[src/rtl/physeq_pkg.sv]
package physeq_pkg;

    typedef enum logic [2:0] {
        ST_IDLE,
        ST_DROP,
        ST_SETTLE,
        ST_CALWAIT,
        ST_BAND,
        ST_DLLON,
        ST_LOCKWAIT
    } seq_state_e;

    localparam logic [1:0] BAND_200 = 2'd0;
    localparam logic [1:0] BAND_50  = 2'd1;
    localparam logic [1:0] BAND_100 = 2'd2;
    localparam logic [1:0] BAND_150 = 2'd3;

    localparam logic [31:0] HZ_50M  = 32'd50_000_000;
    localparam logic [31:0] HZ_75M  = 32'd75_000_000;
    localparam logic [31:0] HZ_100M = 32'd100_000_000;
    localparam logic [31:0] HZ_125M = 32'd125_000_000;
    localparam logic [31:0] HZ_150M = 32'd150_000_000;
    localparam logic [31:0] HZ_175M = 32'd175_000_000;
    localparam logic [31:0] HZ_200M = 32'd200_000_000;
    localparam logic [31:0] HZ_TOL  = 32'd15_000_000;

endpackage

[src/rtl/rate_classifier.sv]
module rate_classifier
    import physeq_pkg::*;
(
    input  logic [31:0] rate_hz,
    output logic [1:0]  band,
    output logic        warn
);
    logic [31:0] ideal;
    logic [31:0] dev;

    always_comb begin
        if (rate_hz == 32'd0) begin
            band  = BAND_200;
            ideal = HZ_200M;
        end else if (rate_hz < HZ_75M) begin
            band  = BAND_50;
            ideal = HZ_50M;
        end else if (rate_hz < HZ_125M) begin
            band  = BAND_100;
            ideal = HZ_100M;
        end else if (rate_hz < HZ_175M) begin
            band  = BAND_150;
            ideal = HZ_150M;
        end else begin
            band  = BAND_200;
            ideal = HZ_200M;
        end
        dev  = (rate_hz > ideal) ? (rate_hz - ideal) : (ideal - rate_hz);
        warn = (rate_hz > HZ_200M) || ((rate_hz > HZ_50M) && (dev > HZ_TOL));
    end
endmodule

[src/rtl/seq_timer.sv]
module seq_timer #(
    parameter int W = 8
) (
    input  logic         clk,
    input  logic         rst_n,
    input  logic         clr,
    output logic [W-1:0] count
);
    always_ff @(posedge clk or negedge rst_n) begin
        if (!rst_n)
            count <= '0;
        else if (clr)
            count <= '0;
        else if (count != {W{1'b1}})
            count <= count + 1'b1;
    end
endmodule

[src/rtl/phy_bringup_seq.sv]
module phy_bringup_seq
    import physeq_pkg::*;
#(
    parameter int REF_HZ      = 250_000_000,
    parameter int SETTLE_US   = 3,
    parameter int CAL_TMO_US  = 50,
    parameter int LOCK_TMO_US = 50_000
) (
    input  logic        clk,
    input  logic        rst_n,
    input  logic        req_valid,
    input  logic        req_on,
    input  logic [31:0] clk_rate_hz,
    input  logic        cal_done_i,
    input  logic        dll_ready_i,
    output logic        ana_pwr_en,
    output logic        dll_en,
    output logic [1:0]  freq_band,
    output logic        busy,
    output logic        done,
    output logic        err_cal,
    output logic        err_lock,
    output logic        rate_warn
);
    localparam longint CYC_PER_US = longint'(REF_HZ) / 1_000_000;
    localparam longint SETTLE_CYC = longint'(SETTLE_US) * CYC_PER_US;
    localparam longint CAL_CYC    = longint'(CAL_TMO_US) * CYC_PER_US;
    localparam longint LOCK_CYC   = longint'(LOCK_TMO_US) * CYC_PER_US;
    localparam longint MAX_CYC    = (LOCK_CYC > CAL_CYC) ?
                                    ((LOCK_CYC > SETTLE_CYC) ? LOCK_CYC : SETTLE_CYC) :
                                    ((CAL_CYC > SETTLE_CYC) ? CAL_CYC : SETTLE_CYC);
    localparam int     CNT_W      = $clog2(MAX_CYC + 1);

    localparam logic [CNT_W-1:0] SETTLE_LAST = CNT_W'(SETTLE_CYC - 1);
    localparam logic [CNT_W-1:0] CAL_LAST    = CNT_W'(CAL_CYC - 1);
    localparam logic [CNT_W-1:0] LOCK_LAST   = CNT_W'(LOCK_CYC - 1);

    seq_state_e       state_q, state_d;
    logic             on_q;
    logic [31:0]      rate_q;
    logic [CNT_W-1:0] elapsed;
    logic [1:0]       band_calc;
    logic             warn_calc;
    logic             accept, settle_end, cal_seen, cal_expire, lock_seen, lock_expire;

    rate_classifier u_class (
        .rate_hz (rate_q),
        .band    (band_calc),
        .warn    (warn_calc)
    );

    seq_timer #(.W(CNT_W)) u_timer (
        .clk   (clk),
        .rst_n (rst_n),
        .clr   (state_q != state_d),
        .count (elapsed)
    );

    always_comb begin
        accept      = (state_q == ST_IDLE) && req_valid;
        settle_end  = (state_q == ST_SETTLE) && (elapsed == SETTLE_LAST);
        cal_seen    = (state_q == ST_CALWAIT) && cal_done_i;
        cal_expire  = (state_q == ST_CALWAIT) && !cal_done_i && (elapsed == CAL_LAST);
        lock_seen   = (state_q == ST_LOCKWAIT) && dll_ready_i;
        lock_expire = (state_q == ST_LOCKWAIT) && !dll_ready_i && (elapsed == LOCK_LAST);
    end

    always_comb begin
        state_d = state_q;
        unique case (state_q)
            ST_IDLE:     if (accept) state_d = ST_DROP;
            ST_DROP:     state_d = on_q ? ST_SETTLE : ST_IDLE;
            ST_SETTLE:   if (settle_end) state_d = ST_CALWAIT;
            ST_CALWAIT:  if (cal_seen) state_d = ST_BAND;
                         else if (cal_expire) state_d = ST_IDLE;
            ST_BAND:     state_d = ST_DLLON;
            ST_DLLON:    state_d = (rate_q == 32'd0) ? ST_IDLE : ST_LOCKWAIT;
            ST_LOCKWAIT: if (lock_seen || lock_expire) state_d = ST_IDLE;
            default:     state_d = ST_IDLE;
        endcase
    end

    always_ff @(posedge clk or negedge rst_n) begin
        if (!rst_n) begin
            state_q <= ST_IDLE;
            on_q    <= 1'b0;
            rate_q  <= '0;
        end else begin
            state_q <= state_d;
            if (accept) begin
                on_q   <= req_on;
                rate_q <= clk_rate_hz;
            end
        end
    end

    always_ff @(posedge clk or negedge rst_n) begin
        if (!rst_n) begin
            ana_pwr_en <= 1'b0;
            dll_en     <= 1'b0;
            freq_band  <= BAND_200;
            done       <= 1'b0;
            err_cal    <= 1'b0;
            err_lock   <= 1'b0;
            rate_warn  <= 1'b0;
        end else begin
            unique case (state_q)
                ST_IDLE: if (accept) begin
                    ana_pwr_en <= 1'b0;
                    dll_en     <= 1'b0;
                    done       <= 1'b0;
                    err_cal    <= 1'b0;
                    err_lock   <= 1'b0;
                    rate_warn  <= 1'b0;
                end
                ST_DROP: begin
                    if (on_q) rate_warn <= warn_calc;
                    else      done      <= 1'b1;
                end
                ST_SETTLE:   if (settle_end) ana_pwr_en <= 1'b1;
                ST_CALWAIT:  if (cal_expire) err_cal <= 1'b1;
                ST_BAND:     freq_band <= band_calc;
                ST_DLLON: begin
                    dll_en <= 1'b1;
                    if (rate_q == 32'd0) done <= 1'b1;
                end
                ST_LOCKWAIT: begin
                    if (lock_seen)   done     <= 1'b1;
                    if (lock_expire) err_lock <= 1'b1;
                end
                default: ;
            endcase
        end
    end

    assign busy = (state_q != ST_IDLE);

endmodule

[config.mk]
export PLATFORM = sky130hd
export DESIGN_NAME = phy_bringup_seq
export DESIGN_NICKNAME = d
export VERILOG_FILES = /design/src/rtl/physeq_pkg.sv /design/src/rtl/rate_classifier.sv /design/src/rtl/seq_timer.sv /design/src/rtl/phy_bringup_seq.sv
export SDC_FILE = /design/constraint.sdc
export NUM_CORES = 1
export LEC_CHECK = 0
export BUFFER_PORTS_ARGS = -buffer_cell sky130_fd_sc_hd__buf_2
export CORE_ASPECT_RATIO = 1.25
export CORE_MARGIN = 5
export CORE_UTILIZATION = 31
export DETAILED_ROUTE_END_ITERATION = 12
export SKIP_CTS_REPAIR_TIMING = 1
export SYNTH_ARGS = -nofsm -noshare
export SYNTH_HDL_FRONTEND = slang
export SYNTH_HIERARCHICAL = 1
export SYNTH_SLANG_ARGS = --single-unit
[constraint.sdc]
create_clock -name clk -period 13.1 [get_ports clk]
set_input_delay 3.93 -clock clk [delete_from_list [all_inputs] [get_ports clk]]
set_output_delay 3.93 -clock clk [all_outputs]
set_load 0.01 [all_outputs]
Word level (Yosys, flattened, before mapping). Index checks and enable logic that the tools add are counted.

$add $sub $neg: 3. Muxes and demuxes: 33. Reduce and logical (&&, ||, !) cells: 29. Order comparisons: 7. Eq/ne operators: 19.

Operator list (count): $mux 32 (4); $lt 32x27->1 const B (2); $sub 32x32->32 (2); $mux 24 (2); $gt 32x24->1 const B (1); $gt 32x26->1 const B (1); $gt 32x28->1 const B (1); $gt 32x32->1 (1); $logic_not 32->1 (1); $lt 32x28->1 const B (1); $mux 26 (1); $add 24x1->24 const B (1); $eq 24x10->1 const B (1); $eq 24x14->1 const B (1); $eq 24x24->1 const B (1); $ne 24x24->1 const B (1); $pmux 3 s7 (1); $mux 3 (6); $ne 2x2->1 const B (8); $reduce_and 3->1 (4); $reduce_bool 2->1 (6); $mux 2 (5); $pmux 1 s2 (5); $eq 3x3->1 const B (3); 13 further kinds (31).

Word-level logic and storage cells: 102. Input port bits: 38. Register bits: 68.

Longest topological paths before layout.
Word-level depth: 12. Mapped depth: 25. Depth with buffers taken out: 23.

Modules after synthesis. Netlist, hierarchy kept.

Modules (own cells, without submodules): rate_classifier (cells an instance 403, times used 1, area each 2670.1 um^2); phy_bringup_seq (cells an instance 165, times used 1, area each 2040.7 um^2); seq_timer (cells an instance 163, times used 1, area each 1456.4 um^2).

Worst setup path before layout. OpenSTA, ideal clock, no wires.

Path type: input to register. From: input cal_done_i. To: register u_timer.count[13]. Required time: 12.964 ns. Slack: 7.245 ns. Arrival: 5.719 ns. Stages on the path: 7. Cells stage by stage: or3_1 -> o41ai_2 -> nor3b_1 -> o31ai_1 -> clkbuf_1 -> clkbuf_1 -> a21oi_1.

Cells in the longest elaborated chain, start to end: 8.

RTL lines: start: declaration (line phy_bringup_seq.sv:14) `input logic cal_done_i,`; $logic_not 1->1 (line phy_bringup_seq.sv:63) `cal_expire = (state_q == ST_CALWAIT) && !cal_done_i && (elapsed == CAL_LAST);`; $logic_and 1x1->1 (2 in a row) (line phy_bringup_seq.sv:63); $mux 3 (line phy_bringup_seq.sv:75) `else if (cal_expire) state_d = ST_IDLE;`; $mux 3 (*) (line phy_bringup_seq.sv:74) `ST_CALWAIT: if (cal_seen) state_d = ST_BAND;`; $pmux 3 s7 (*) (line phy_bringup_seq.sv:70) `unique case (state_q)`; $ne 3x3->1 (*) (line phy_bringup_seq.sv:55) `.clr (state_q != state_d),`; $mux 24 or $reduce_bool 2->1 (tied branches); end signal: assignment (line seq_timer.sv:15) `count <= count + 1'b1;`; end: declaration (line seq_timer.sv:7) `output logic [W-1:0] count`.

Every way passes the cells marked *; elsewhere a longest branch is shown, timed or not. A chain may end at the register's enable or synchronous reset.

Worst setup path in the final report.
From: register rate_q[0]. To: register rate_warn.

Cells in the longest elaborated chain, start to end: 12.

RTL lines: start: declaration (line phy_bringup_seq.sv:40) `logic [31:0] rate_q;`; start signal: assignment (line phy_bringup_seq.sv:92) `rate_q <= clk_rate_hz;`; $lt 32x28->1 (line rate_classifier.sv:21) `end else if (rate_hz < HZ_175M) begin`; $mux 26 (line rate_classifier.sv:21); $mux 32 (line rate_classifier.sv:18) `end else if (rate_hz < HZ_125M) begin`; $mux 32 (line rate_classifier.sv:15) `end else if (rate_hz < HZ_75M) begin`; $mux 32 (line rate_classifier.sv:12) `if (rate_hz == 32'd0) begin`; $sub 32x32->32 or $gt 32x32->1 (tied branches) (line rate_classifier.sv:28) `dev = (rate_hz > ideal) ? (rate_hz - ideal) : (ideal - rate_hz);`; $mux 32 (line rate_classifier.sv:28); $gt 32x24->1 (line rate_classifier.sv:29) `warn = (rate_hz > HZ_200M) || ((rate_hz > HZ_50M) && (dev > HZ_TOL));`; $logic_and 1x1->1 (line rate_classifier.sv:29); $logic_or 1x1->1 (*) (line rate_classifier.sv:29); named net warn_calc (line phy_bringup_seq.sv:43) `logic warn_calc;`; $mux 1 (*) (line phy_bringup_seq.sv:117) `if (on_q) rate_warn <= warn_calc;`; $pmux 1 s2 (*) (line phy_bringup_seq.sv:107) `unique case (state_q)`; end signal: assignment (line phy_bringup_seq.sv:117); end: declaration (line phy_bringup_seq.sv:23) `output logic rate_warn`.

The timed path passes the listed nets; every way through them passes the cells marked *. The select of a mux whose other input is x is not followed.

==> results.md <==
* Post-synth EDFFs at 0
* Mapped Nets at between 700 and 800
* Fraction of registers with async set/reset at 100%
* Final wirelength at 19.4 mm
* Top-count cell post-synth: dfrtp_1
* I/O Buffers at 46
* Die Width at between 100 and 150 um
* Syn Area/Cell at approximately 8.4 um^2
* Die Area at approximately 0.023 mm^2
* PD cells at about 250 mW/mm^2
* Layout cells sized above 1 at around 18%
* Post-Syn Instances at roughly 730
* Io pins at 47
* Yosys Warn Count at 6
* Layout Skew at between 0.007 and 0.008 ns
* DRC viols at 0
* Fin nets at 818
* Hold Fails Final Rpt at 0
* Post-DP HPWL at ~14 mm
* Pins Over Slew Limit at 0
* Largest net degree at the start of global routing at 69
* Worst hold endpoint: err_cal
* Clk buf depth at 2
* CTS Sinks at ~70
* Setup WS pre-CTS at 6.78 ns
* Fmax at approximately 0.15 GHz
* Critical path data required time at around 13 ns
* Reg2reg setup slack at 6.62 ns
* Clock root cell: clkbuf_16
* Placed inst area at approximately 0.0065 mm^2
* Worst reg2reg path startpoint: rate_q[0]
* CP Capture Type: flop
* Top cell type by total area after synthesis: dfrtp_1
* Register bit count reported by yosys at about 70
* Max Cap Viol at 0
* Ranking of synthesized cells by area: dfrtp_1, mux2_2, ha_1
* Initial antenna violation count at 0
* FF-to-FF End: rate_warn
* Drt initial violations at around 570
* Worst IR Drop VDD at between 0.0001 and 0.00015 V
* Status: finished, final reports clean
* Pre-Repair DR Iteration Count at 5
* Worst setup SP type: flop
* Worst hold stages at 2
* Core region area at 0.0195 mm^2
* Routed Antenna Nets at 0
* RSZ-0062 raised after global routing: no
* Commonest cells post-synth: dfrtp_1, nor2_1, a21oi_1
* Slew headroom at between 30 and 40%
* Minimum hold slack at between 0.5 and 0.6 ns
* Starting Density at a little under a third
* Setup_tns at 0 ns
* Ys flop type: dfrtp_1
* Worst-Margin Slew at 0.995 ns
* Final min period at between 6 and 7 ns
* Hold Path Class: flop to flop
* H-tree levels at 3
* Distinct cells, synth at 80
* WS Path Type: flop to flop
* Final worst setup slack at 6.62 ns
* All-Layer GR Usage at between 10% and 20%
* Total gr overflow at 0
* Via Count at between 6k and 7k
* Crit path DAT at ~6.8 ns
* Final setup fails at 0
* Filler cells at between 2k and 2.5k
* First-pass GRT wire length at 31.1 mm
* CTS tree: built
* Row count at 57
* Global placement routability congestion at around 0.96
* Die Ht at ~170 um
* Core Util, Final at approximately a third
* Final period util at about half
* Clock Pin Slew Worst Setup and Hold Paths at around 0.06 ns
* Vias per Instance at 5.97
* Leakage power figure at between 2 and 3 nW
* Vias in the first global route at between 5k and 6k
* Crit-path max FO at 7
* Diode count at 0
* Clock latency on the worst-skew pair at 0.35 ns
* Seq/Total Area, Yosys at roughly 28%
* Synth top area share at between 20% and 30%
* R2R depth at 23
* Final Instance Area at around 0.0068 mm^2
* Mapped Area at between 0.006 and 0.007 mm^2
* Post-DR wirelength/cell at 19.0 um
* Layout area overhead at 10.9%
* TritonCTS buffer count at 9
* Min-delay src: err_cal
==> where the power goes <==
part           internal, mW  total, mW  switching (mW)
Sequential            0.277      0.441           0.165
Clock                 0.191      0.292           0.101
Combinational         0.390      0.961           0.570
Total                 0.858       1.69           0.836
==> worst max path at each step <==
| stage | endpoint | cells past startpoint | from |
|---|---|---|---|
| floorplan | u_timer/count[13] | 7 | cal_done_i |
| CTS | rate_warn | 23 | rate_q[0] |
| global placement | u_timer/count[23] | 9 | dll_ready_i |
| finish | rate_warn | 23 | rate_q[0] |
| global route | rate_warn | 23 | rate_q[0] |
| detailed placement | u_timer/count[21] | 9 | dll_ready_i |
==> cells by family after synthesis <==
logic type | count (synthesis) | synth area share (%)
flip-flops | 68 | 27.6
AND/OR/NAND/NOR | 308 | 28.2
buffers and inverters | 70 | 6.37
adder cells (fa/ha/maj) | 29 | 6.01
AO/OA/AOI/OAI | 188 | 20.3
multiplexers | 50 | 9.01
XOR/XNOR | 18 | 2.56
==> critical path, stage by stage, from the launching register on <==
cell      delay, ns
dfrtp_1        0.39
or4_4          0.58
or2_2          0.37
nor2_1         0.20
nand2_1        0.08
nor3_1         0.35
nor2_1         0.11
o21ai_1        0.29
o22a_1         0.29
inv_1          0.11
ha_1           0.26
fa_1           0.52
nor2b_1        0.26
nor3_1         0.08
o22a_1         0.23
o311ai_0       0.79
xor2_1         0.20
nand4_1        0.13
o31a_1         0.16
a211o_1        0.29
a21o_1         0.15
a211oi_1       0.35
o211ai_1       0.13
o21ai_0        0.09
==> flip-flops by register name (all words and copies together), names as in the netlist <==
signal / count
rate_q: 32
u_timer/count: 24
state_q: 3
freq_band: 2
ana_pwr_en: 1
dll_en: 1
done: 1
err_cal: 1
err_lock: 1
on_q: 1
rate_warn: 1
==> metrics by stage <==
step                total power [mW]  cells
floorplan                       1.17    731
global placement                1.38   1005
detailed placement              1.38   1005
CTS                             1.68   1021
global route                    1.81   1021
finish                          1.69   1021
==> layout make-up <==
cell class | count | area, um^2 | area share [%]
clock buffer | 10 | 239 | 3.49
clock inverter | 6 | 111 | 1.63
inverter | 31 | 116 | 1.70
multi-input combinational | 593 | 4090 | 59.8
sequential | 68 | 1700 | 24.9
tap | 265 | 332 | 4.85
timing repair buffer | 48 | 248 | 3.62
==> routing by layer <==
metal	vias up	share of wire [%]	wire length (um)	GRT usage, %
li1	2823	-	-	-
met1	2987	39	7670	20.5
met2	241	52	10100	30.0
met3	48	5.5	1070	2.19
met4	0	3.1	604	7.28
met5	-	0	0	0
==> placed cells by master, fill, tap and decap left out, types with 8 or more instances in the layout <==
cell type  Yosys  routed
buf_2          9      45
ha_1          28      28
dfrtp_1       68      68
a31oi_1        9       9
o21ai_0       34      34
clkbuf_16      0       9
or3_1          9       9
o31ai_1       10       9
nand2_1       46      46
nor3_1        27      27
mux2_2        44      44
a21oi_1       52      52
nor4_1        21      21
xnor2_1        8       8
inv_1         31      31
o211ai_1      12      12
and4_1        10      10
nor2_1        58      57
a211oi_1      15      15
or4_1         13      13
nand3_1       28      28
nor2b_1       15      15
nand4_1       32      32
xor2_1        10      10
No activity file was read; power rests on OpenSTA's default activity.
